**src/rtl/fetch_pkg.sv**
```systemverilog
package fetch_pkg;
  typedef enum logic [1:0] {
    FLD_PTR_LO = 2'd0,
    FLD_PTR_HI = 2'd1,
    FLD_MASK   = 2'd2,
    FLD_CMP    = 2'd3
  } fetch_field_e;
endpackage

```
**src/rtl/fetch_slot.sv**
```systemverilog
module fetch_slot
  import fetch_pkg::*;
#(
  parameter int BYTE_W = 8,
  localparam int PTR_W = 2 * BYTE_W
) (
  input  logic              clk,
  input  logic              rst,
  input  logic              wr_hit,
  input  fetch_field_e      wr_field,
  input  logic [BYTE_W-1:0] wr_data,
  input  logic              adv,
  output logic [PTR_W-1:0]  ptr,
  output logic              in_window
);
  logic [PTR_W-1:0]  ptr_q;
  logic [BYTE_W-1:0] mask_q, cmp_q;
  logic              ptr_wr;

  assign ptr_wr = wr_hit && (wr_field == FLD_PTR_LO || wr_field == FLD_PTR_HI);

  always_ff @(posedge clk) begin
    if (rst) begin
      ptr_q  <= '0;
      mask_q <= '0;
      cmp_q  <= '0;
    end else begin
      if (wr_hit) begin
        case (wr_field)
          FLD_PTR_LO: ptr_q[BYTE_W-1:0]     <= wr_data;
          FLD_PTR_HI: ptr_q[PTR_W-1:BYTE_W] <= wr_data;
          FLD_MASK:   mask_q                <= wr_data;
          FLD_CMP:    cmp_q                 <= wr_data;
          default:    ;
        endcase
      end
      // host pointer write wins over the read advance
      if (adv && !ptr_wr) ptr_q <= ptr_q + 1'b1;
    end
  end

  assign ptr       = ptr_q;
  assign in_window = ((ptr_q[BYTE_W-1:0] ^ cmp_q) & mask_q) == '0;

  // a read with no pointer write steps the pointer by exactly one
  a_r5_advance: assert property (@(posedge clk) disable iff (rst)
    (adv && !ptr_wr) |=> ptr_q == PTR_W'($past(ptr_q) + 1'b1));

  // low pointer byte takes the written value
  a_r2_ptr_lo: assert property (@(posedge clk) disable iff (rst)
    (wr_hit && wr_field == FLD_PTR_LO) |=> ptr_q[BYTE_W-1:0] == $past(wr_data));

  // no read, no pointer write -> pointer holds
  a_r6_hold: assert property (@(posedge clk) disable iff (rst)
    (!adv && !ptr_wr) |=> $stable(ptr_q));
endmodule

```
**src/rtl/fetch_rd_stage.sv**
```systemverilog
module fetch_rd_stage #(
  parameter int BYTE_W = 8
) (
  input  logic              clk,
  input  logic              rst,
  input  logic              rd_en,
  input  logic              win_pass,
  input  logic [BYTE_W-1:0] mem_rdata,
  output logic              rd_valid,
  output logic [BYTE_W-1:0] rd_data
);
  logic pass_q;

  always_ff @(posedge clk) begin
    if (rst) begin
      rd_valid <= 1'b0;
      pass_q   <= 1'b0;
    end else begin
      rd_valid <= rd_en;
      pass_q   <= win_pass;
    end
  end

  // memory output is itself registered; only the gate sits after it
  assign rd_data = (rd_valid && pass_q) ? mem_rdata : '0;

  // nothing valid in the first cycle after reset
  a_r1_reset: assert property (@(posedge clk) disable iff (rst)
    $past(rst) |-> !rd_valid);

  // one-cycle read latency
  a_r3_latency: assert property (@(posedge clk) disable iff (rst)
    rd_en |=> rd_valid);

  // a strobe outside the window yields zero
  a_r4_zero: assert property (@(posedge clk) disable iff (rst)
    (rd_en && !win_pass) |=> rd_data == '0);
endmodule

```
**src/rtl/fetch_bank.sv**
```systemverilog
module fetch_bank
  import fetch_pkg::*;
#(
  parameter int N_FETCH = 8,
  parameter int BYTE_W  = 8,
  localparam int IW     = (N_FETCH > 1) ? $clog2(N_FETCH) : 1,
  localparam int AW     = IW + 2,
  localparam int PTR_W  = 2 * BYTE_W
) (
  input  logic              clk,
  input  logic              rst,
  input  logic              wr_en,
  input  logic [AW-1:0]     wr_addr,
  input  logic [BYTE_W-1:0] wr_data,
  input  logic              rd_en,
  input  logic [IW-1:0]     rd_sel,
  output logic              rd_valid,
  output logic [BYTE_W-1:0] rd_data,
  output logic              mem_en,
  output logic [PTR_W-1:0]  mem_addr,
  input  logic [BYTE_W-1:0] mem_rdata
);
  logic [PTR_W-1:0]   ptr_v [N_FETCH];
  logic [N_FETCH-1:0] pass_v;
  logic [N_FETCH-1:0] adv_v;
  logic [IW-1:0]      wr_idx;
  fetch_field_e       wr_field;

  assign wr_idx   = wr_addr[AW-1:2];
  assign wr_field = fetch_field_e'(wr_addr[1:0]);

  for (genvar g = 0; g < N_FETCH; g++) begin : g_slot
    assign adv_v[g] = rd_en && (rd_sel == IW'(g));
    fetch_slot #(.BYTE_W(BYTE_W)) u_slot (
      .clk      (clk),
      .rst      (rst),
      .wr_hit   (wr_en && (wr_idx == IW'(g))),
      .wr_field (wr_field),
      .wr_data  (wr_data),
      .adv      (adv_v[g]),
      .ptr      (ptr_v[g]),
      .in_window(pass_v[g])
    );
  end

  assign mem_en   = rd_en;
  assign mem_addr = ptr_v[rd_sel];

  fetch_rd_stage #(.BYTE_W(BYTE_W)) u_rd (
    .clk      (clk),
    .rst      (rst),
    .rd_en    (rd_en),
    .win_pass (pass_v[rd_sel]),
    .mem_rdata(mem_rdata),
    .rd_valid (rd_valid),
    .rd_data  (rd_data)
  );

  // at most one fetcher advances per cycle
  a_r6_onehot: assert property (@(posedge clk) disable iff (rst)
    $onehot0(adv_v));

  // consecutive strobes on one fetcher present consecutive addresses
  a_r7_addr_step: assert property (@(posedge clk) disable iff (rst)
    (rd_en && !wr_en && $past(rd_en && !wr_en) && rd_sel == $past(rd_sel))
      |-> mem_addr == PTR_W'($past(mem_addr) + 1'b1));
endmodule

```
**config.mk**
```make
export PLATFORM = sky130hd
export DESIGN_NAME = fetch_bank
export DESIGN_NICKNAME = d
export VERILOG_FILES = /design/src/rtl/fetch_pkg.sv /design/src/rtl/fetch_slot.sv /design/src/rtl/fetch_rd_stage.sv /design/src/rtl/fetch_bank.sv
export SDC_FILE = /design/constraint.sdc
export NUM_CORES = 1
export LEC_CHECK = 0
export BUFFER_PORTS_ARGS = -buffer_cell sky130_fd_sc_hd__clkbuf_2
export CAP_MARGIN = 20
export CORE_MARGIN = 2
export CORE_UTILIZATION = 55
export CTS_BUF_LIST = sky130_fd_sc_hd__clkbuf_4
export DETAILED_ROUTE_END_ITERATION = 8
export GPL_TIMING_DRIVEN = 1
export MAX_ROUTING_LAYER = met4
export PLACE_DENSITY = 0.75
export SYNTH_ARGS = -nofsm -noshare
export SYNTH_HDL_FRONTEND = slang
export SYNTH_HIERARCHICAL = 1
export SYNTH_SLANG_ARGS = --single-unit
export TNS_END_PERCENT = 50
```
**constraint.sdc**
```tcl
create_clock -name clk -period 2.4 [get_ports clk]
set_input_delay 0.24 -clock clk [delete_from_list [all_inputs] [get_ports clk]]
set_output_delay 0.24 -clock clk [all_outputs]
set_load 0.01 [all_outputs]
```
After elaboration in Yosys (flattened, before gate mapping)
Index checks and enable logic that the tools add are counted.
Widths: inputs -> output; s select.
{"block": "totals", "regBits": 258, "inputBits": 28, "out_inout_bits": 26, "elab_cells": 211}
{"block": "classes", "n_addsub": 8, "magnitude_cmp": 2, "n_eq_ne": 17, "muxes": 24, "bitwise": 17, "reduce_logical": 109}
{"op": "$mux 16", "count": 18}
{"op": "$add 16x1->16 const B", "count": 8}
{"op": "$and 8x8->8", "count": 8}
{"op": "$logic_not 8->1", "count": 8}
{"op": "$reduce_and 2->1", "count": 32}
{"op": "$xor 8x8->8", "count": 8}
{"op": "$bmux 16 s3", "count": 1}
{"op": "$reduce_bool 2->1", "count": 24}
{"op": "$logic_and 1x1->1", "count": 33}
{"op": "$eq 3x3->1 const B", "count": 8}
{"op": "$mux 8", "count": 3}
{"op": "$eq 3x2->1 const B", "count": 4}
{"op": "$logic_not 1->1", "count": 8}
{"op": "$eq 3x1->1 const B", "count": 2}
{"op": "$logic_not 3->1", "count": 2}
{"op": "$eq 2x2->1 const B", "count": 2}
{"op": "$ge 4x4->1 const B", "count": 1}
{"op": "$lt 3x4->1 const B", "count": 1}
{"op": "$not 3->4", "count": 1}
{"op": "$bmux 1 s3", "count": 1}
{"op": "$eq 2x1->1 const B", "count": 1}
{"op": "$logic_not 2->1", "count": 1}
{"op": "$logic_or 1x1->1", "count": 1}
{"op": "$mux 1", "count": 1}

Longest topological paths before layout
{"block": "logic_depth", "word_depth": 7, "ltp_mapped": 9, "ltp_nobuf": 7}

By module
Netlist, hierarchy kept.
{"mod": "fetch_slot", "instances": 8, "cells_per_inst": 185, "area_each_um2": 1669.1}
{"mod": "fetch_bank", "instances": 1, "cells_per_inst": 141, "area_each_um2": 1226.2}
{"mod": "fetch_rd_stage", "instances": 1, "cells_per_inst": 12, "area_each_um2": 102.6}

Worst setup path after synthesis
OpenSTA, ideal clock, no wires.
{"block": "synth_path", "kind": "input to register", "startpoint": "in rd_sel[1]", "endpoint": "reg g_slot[4].u_slot.ptr_q[12]", "setup_ns": 0.074, "arrival_time_ns": 2.190, "required_time_ns": 2.326, "path_slack_ns": 0.136, "cell_stages": 9, "cell_sequence": "buf_4 -> buf_6 -> buf_6 -> nand2b_1 -> nor2_1 -> inv_1 -> or3_1 -> or4_1 -> a31oi_1"}
{"block": "synth_via", "elab_chain_len": 5, "elab_cells_between_ends": 7, "classes_between": "1 x eq/ne; 1 x mux; 5 x reduce/logical"}
{"element": "from (decl)", "line": "fetch_bank.sv:16", "rtl": "input logic [IW-1:0] rd_sel,"}
{"element": "$eq 3x3->1 *", "line": "fetch_bank.sv:33", "rtl": "assign adv_v[g] = rd_en && (rd_sel == IW'(g));"}
{"element": "$logic_and 1x1->1 *", "line": "fetch_bank.sv:33"}
{"element": "via adv_v[4]", "line": "fetch_bank.sv:25", "rtl": "logic [N_FETCH-1:0] adv_v;"}
{"element": "$logic_and 1x1->1 *", "line": "fetch_slot.sv:38", "rtl": "if (adv && !ptr_wr) ptr_q <= ptr_q + 1'b1;"}
{"element": "$reduce_bool 2->1 (no line)"}
{"element": "$reduce_and 2->1 (no line)"}
{"element": "to (signal, indexed assignment)", "line": "fetch_slot.sv:30", "rtl": "FLD_PTR_LO: ptr_q[BYTE_W-1:0] <= wr_data;"}
{"element": "to (signal, indexed assignment)", "line": "fetch_slot.sv:31", "rtl": "FLD_PTR_HI: ptr_q[PTR_W-1:BYTE_W] <= wr_data;"}
{"element": "to (signal assigned)", "line": "fetch_slot.sv:38"}
{"element": "to (decl)", "line": "fetch_slot.sv:16", "rtl": "logic [PTR_W-1:0] ptr_q;"}
Mark *: on every way through the listed nets, which the timed path passes. The rest lies on a longest branch.
A chain may end at the register's enable or synchronous reset.

Worst setup path in the final report
{"block": "layout_path", "startpoint": "reg g_slot[3].u_slot.ptr_q[3]", "endpoint": "out mem_addr[3]"}
{"block": "layout_via", "elab_chain_len": 3}
{"element": "from (decl)", "line": "fetch_slot.sv:16"}
{"element": "from (signal, indexed assignment)", "line": "fetch_slot.sv:30"}
{"element": "from (signal, indexed assignment)", "line": "fetch_slot.sv:31"}
{"element": "from (signal assigned)", "line": "fetch_slot.sv:38"}
{"element": "$bmux 16 s3", "line": "fetch_bank.sv:47", "rtl": "assign mem_addr = ptr_v[rd_sel];"}
{"element": "$mux 16 (not written as such) (2 in series)", "line": "fetch_bank.sv:47"}
{"element": "to (decl)", "line": "fetch_bank.sv:20", "rtl": "output logic [PTR_W-1:0] mem_addr,"}
Every way passes these cells. The select of a mux whose other input is x is not followed.

==> flow_metrics.py <==
metrics = {
    "sta": {
        "max_freq_mhz": 418,
        "drv_slew": 0,
        "max_slew_margin": 0.238,
        "period_needed_ns": 2.39,
        "setup-violations-final": 0,
        "hold_violations": 0,
        "period_share": 0.996,
        "worst_slew_pin_slew_ns": 1.14,
        "rsz0062_at_grt": "true",
        "finClkSkew_ns": 0.0371,
    },
    "power_and_ir_drop": {
        "power.density_nw_per_um2": 547,
        "leakagePower_nw": 7.14,
        "swShare": 0.271,
        "irDropWorstVdd_v": 0.000264,
        "p_comb_frac": 0.084,
        "power_switching_mw": 2.46,
        "clkPwrFrac": 0.432,
        "power_frac_seq": 0.484,
        "power_mw": 9.07,
        "intPower_mw": 6.61,
    },
    "run_status": {
        "status": "finished with violations",
        "violations": "design-rule violations",
    },
    "clocking": {
        "cts-htree-levels": 3,
        "clock-sinks": 258,
        "clk_path_buf_depth": 3,
        "numCtsBuffers": 74,
        "cts_tree": "done",
        "clkLatencyLatePin_ns": 0.71,
        "clkTransAtPathRegs_ns": 0.06,
        "cts-root-buf": "clkbuf_4",
    },
    "setup_path": {
        "critical_path.max_stage_delay_ns": 0.57,
        "end_kind": "primary output",
        "path_class": "reg2out",
        "worstPathMaxFanout": 9,
        "worst_ep_arrival_time_ns": 2.15,
        "crit_required_ns": 2.16,
        "crit_buf_inv": 1,
        "cp-start-kind": "flip-flop",
        "critPathSlowestCell": "dfxtp_1",
        "cp_cell_sequence": "mux2_1 -> o22ai_1 -> a221oi_2 -> clkbuf_2",
        "cpLargestDelayFamily": "flip-flops",
    },
    "final_layout": {
        "areaGrowthSynthToFinish_pct": 12.9,
        "stdcell_count": 2150,
        "drive_above_1_share": 0.193,
        "nets": 1802,
        "multi_input_area_um2": 9000,
        "ff_latch_area_um2": 5180,
        "fillers": 2316,
    },
    "global_routing": {
        "use_met1": 0.427,
        "grt_pass1_vias": 13500,
        "grt_use_total": 0.332,
        "grt_busiest_layer": "met2",
        "grt_use_met2": 0.504,
        "grt_max_degree": 110,
        "grt.overflow.total": 0,
        "grt_use_met3": 0.0683,
        "grt_pass1_wl_um": 72700,
        "antenna_found_initial": 3,
    },
    "placement": {
        "io_buffer_count": 53,
        "gp_congestion": 0.999,
        "dp.final_hpwl_um": 29900,
        "dp_cells": 2023,
    },
    "synthesis": {
        "synth_ff_type": "dfxtp_1",
        "syn_area_per_cell_um2": 8.99,
        "synth_edf_count": 0,
        "synth_warnings": 6,
        "synth_top_area_cell": "dfxtp_1",
        "synth_seq_cells": 258,
        "yosysSeqAreaShare": 0.352,
        "synthTopCellsByArea": "dfxtp_1 (35%), mux2i_1 (9.5%), nor2_1 (5.2%)",
        "syn_inst": 1633,
        "synth_top_area_frac": 0.352,
        "synth_cell_types": 55,
        "syn_area_um2": 14700,
        "synth.net_count": 1669,
        "async_flop_share": 0,
    },
    "die": {
        "die_w_um": 167,
        "core.rowCount": 59,
        "core_um2": 26100,
        "ios": 54,
        "die_h_um": 167,
        "initial_core_util": 0.562,
        "dieArea_um2": 28000,
    },
    "job": {
        "cap_violations": 0,
    },
    "detailed_routing": {
        "vias_per_cell": 6.59,
        "drt_iter0_drc": 1523,
        "drc": 6,
        "vias": 14200,
        "antenna_left": 0,
        "routedWlPerCell_um": 21.2,
        "drt-total-wl_um": 45600,
        "firstDrtPassIters": 9,
    },
    "min_path": {
        "hold_path.class": "in2reg",
    },
}
## synth_stat cells, types with 35 or more instances
cell	number
dfxtp_1	258
nor2_1	203
mux2i_1	140
a22oi_1	96
nand3_1	72
nand2_1	69
xor2_1	64
a31oi_1	48
and3_1	48
nand4_1	48
or3_1	48
a21oi_1	40
a211oi_1	36
nor3_1	36
clkbuf_1	35
## worst min-delay path, delay by kind of cell
kind | cells | cell delay (ns)
buffers and inverters | 2 | 0.29
AND/OR/NAND/NOR | 2 | 0.17
## cell families after synthesis
kind of cell / synth area share
compound gates: 0.145
xor+xnor: 0.0382
fa+ha+maj: 0.00682
buf+inv: 0.0379
flops: 0.352
mux: 0.146
simple gates: 0.275
## final cells by class
cell class,count,area share
Clock inverter,16,0.00468
Tap cell,335,0.0253
Clock buffer,106,0.0480
Timing Repair Buffer,143,0.0639
Antenna cell,3,0.000453
Inverter,8,0.00181
Sequential cell,258,0.312
Multi-Input combinational cell,1281,0.543
## power groups by stage
stage | clock, mW | sequential, mW | combinational [mW]
3_3_place_gp | 0 | 4.48 | 0.713
5_1_grt | 4.23 | 4.39 | 0.800
4_1_cts | 4.00 | 4.38 | 0.736
6_report | 3.92 | 4.39 | 0.758
3_5_place_dp | 0 | 4.48 | 0.725
2_1_floorplan | 0 | 4.46 | 0.390
## through the flow
step	util	worst slack, ns	hold WS (ns)	setup TNS (ns)	cell area (um2)
final	0.634	0.00975	0.0468	0	16600
after floorplan	-	0.136	0.312	0	14700
after detailed placement	0.597	0.0825	0.487	0	15600
after global placement	0.597	0.183	0.476	0	15600
after CTS	0.632	-0.00377	0.0202	-0.00377	16500
after global routing	0.634	-0.0234	0.0279	-0.0739	16600
## registers in the layout, indices dropped and copies added, names as in the netlist
register / cells
g_slot.u_slot/ptr: 128
g_slot.u_slot/mask_q: 64
u_rd/rd_valid: 1
g_slot.u_slot/cmp_q: 64
u_rd/pass_q: 1
## timing repair
| item | in CTS | in global routing |
|---|---|---|
| hold endpoints to repair | 2 | 0 |
| hold buffers | 2 | 0 |
| setup buffers | 0 | 0 |
| pin swaps | 0 | 1 |
| setup endpoints to repair | 6 | 10 |
| resized for setup | 7 | 15 |
## per-layer routing
metal	vias up	wire length, um
li1	6556	-
met2	720	20300
met4	0	1940
met3	144	4300
met1	6740	19100
met5	-	0
## placed cells by master, fill, tap and decap left out, types with 10 or more instances in the layout
cell type	Yosys	layout
a211oi_1	36	36
nor4_1	24	24
nand3_1	72	72
a22oi_1	96	96
or4_1	24	24
nor2b_1	10	10
clkbuf_4	0	106
dfxtp_1	258	248
or3_1	48	48
o22ai_1	21	21
xor2_1	64	64
mux2_2	27	27
a21oi_1	40	40
dfxtp_2	0	10
and3_1	48	48
nand3b_1	17	17
buf_4	21	79
clkbuf_2	0	51
nor2_1	203	203
a31oi_1	48	48
clkinv_1	0	10
nand4_1	48	48
mux2_1	20	20
nand2_1	69	69
and4_1	24	24
nand2b_1	14	14
nor3_1	36	36
mux2i_1	140	140
## path summary, 6_finish.rpt
kind,start,endpoint,slack (ns),cells after the start
worst min register to register,g_slot[6].u_slot/mask_q[7],g_slot[6].u_slot/mask_q[7],0.50,2
worst max-delay path,g_slot[3].u_slot/ptr[3],mem_addr[3],0.01,4
worst min-delay path,wr_data[3],g_slot[2].u_slot/ptr[3],0.05,4
worst max register to register,g_slot[2].u_slot/ptr[6],u_rd/pass_q,0.24,7
No activity file was read; power rests on OpenSTA's default activity.
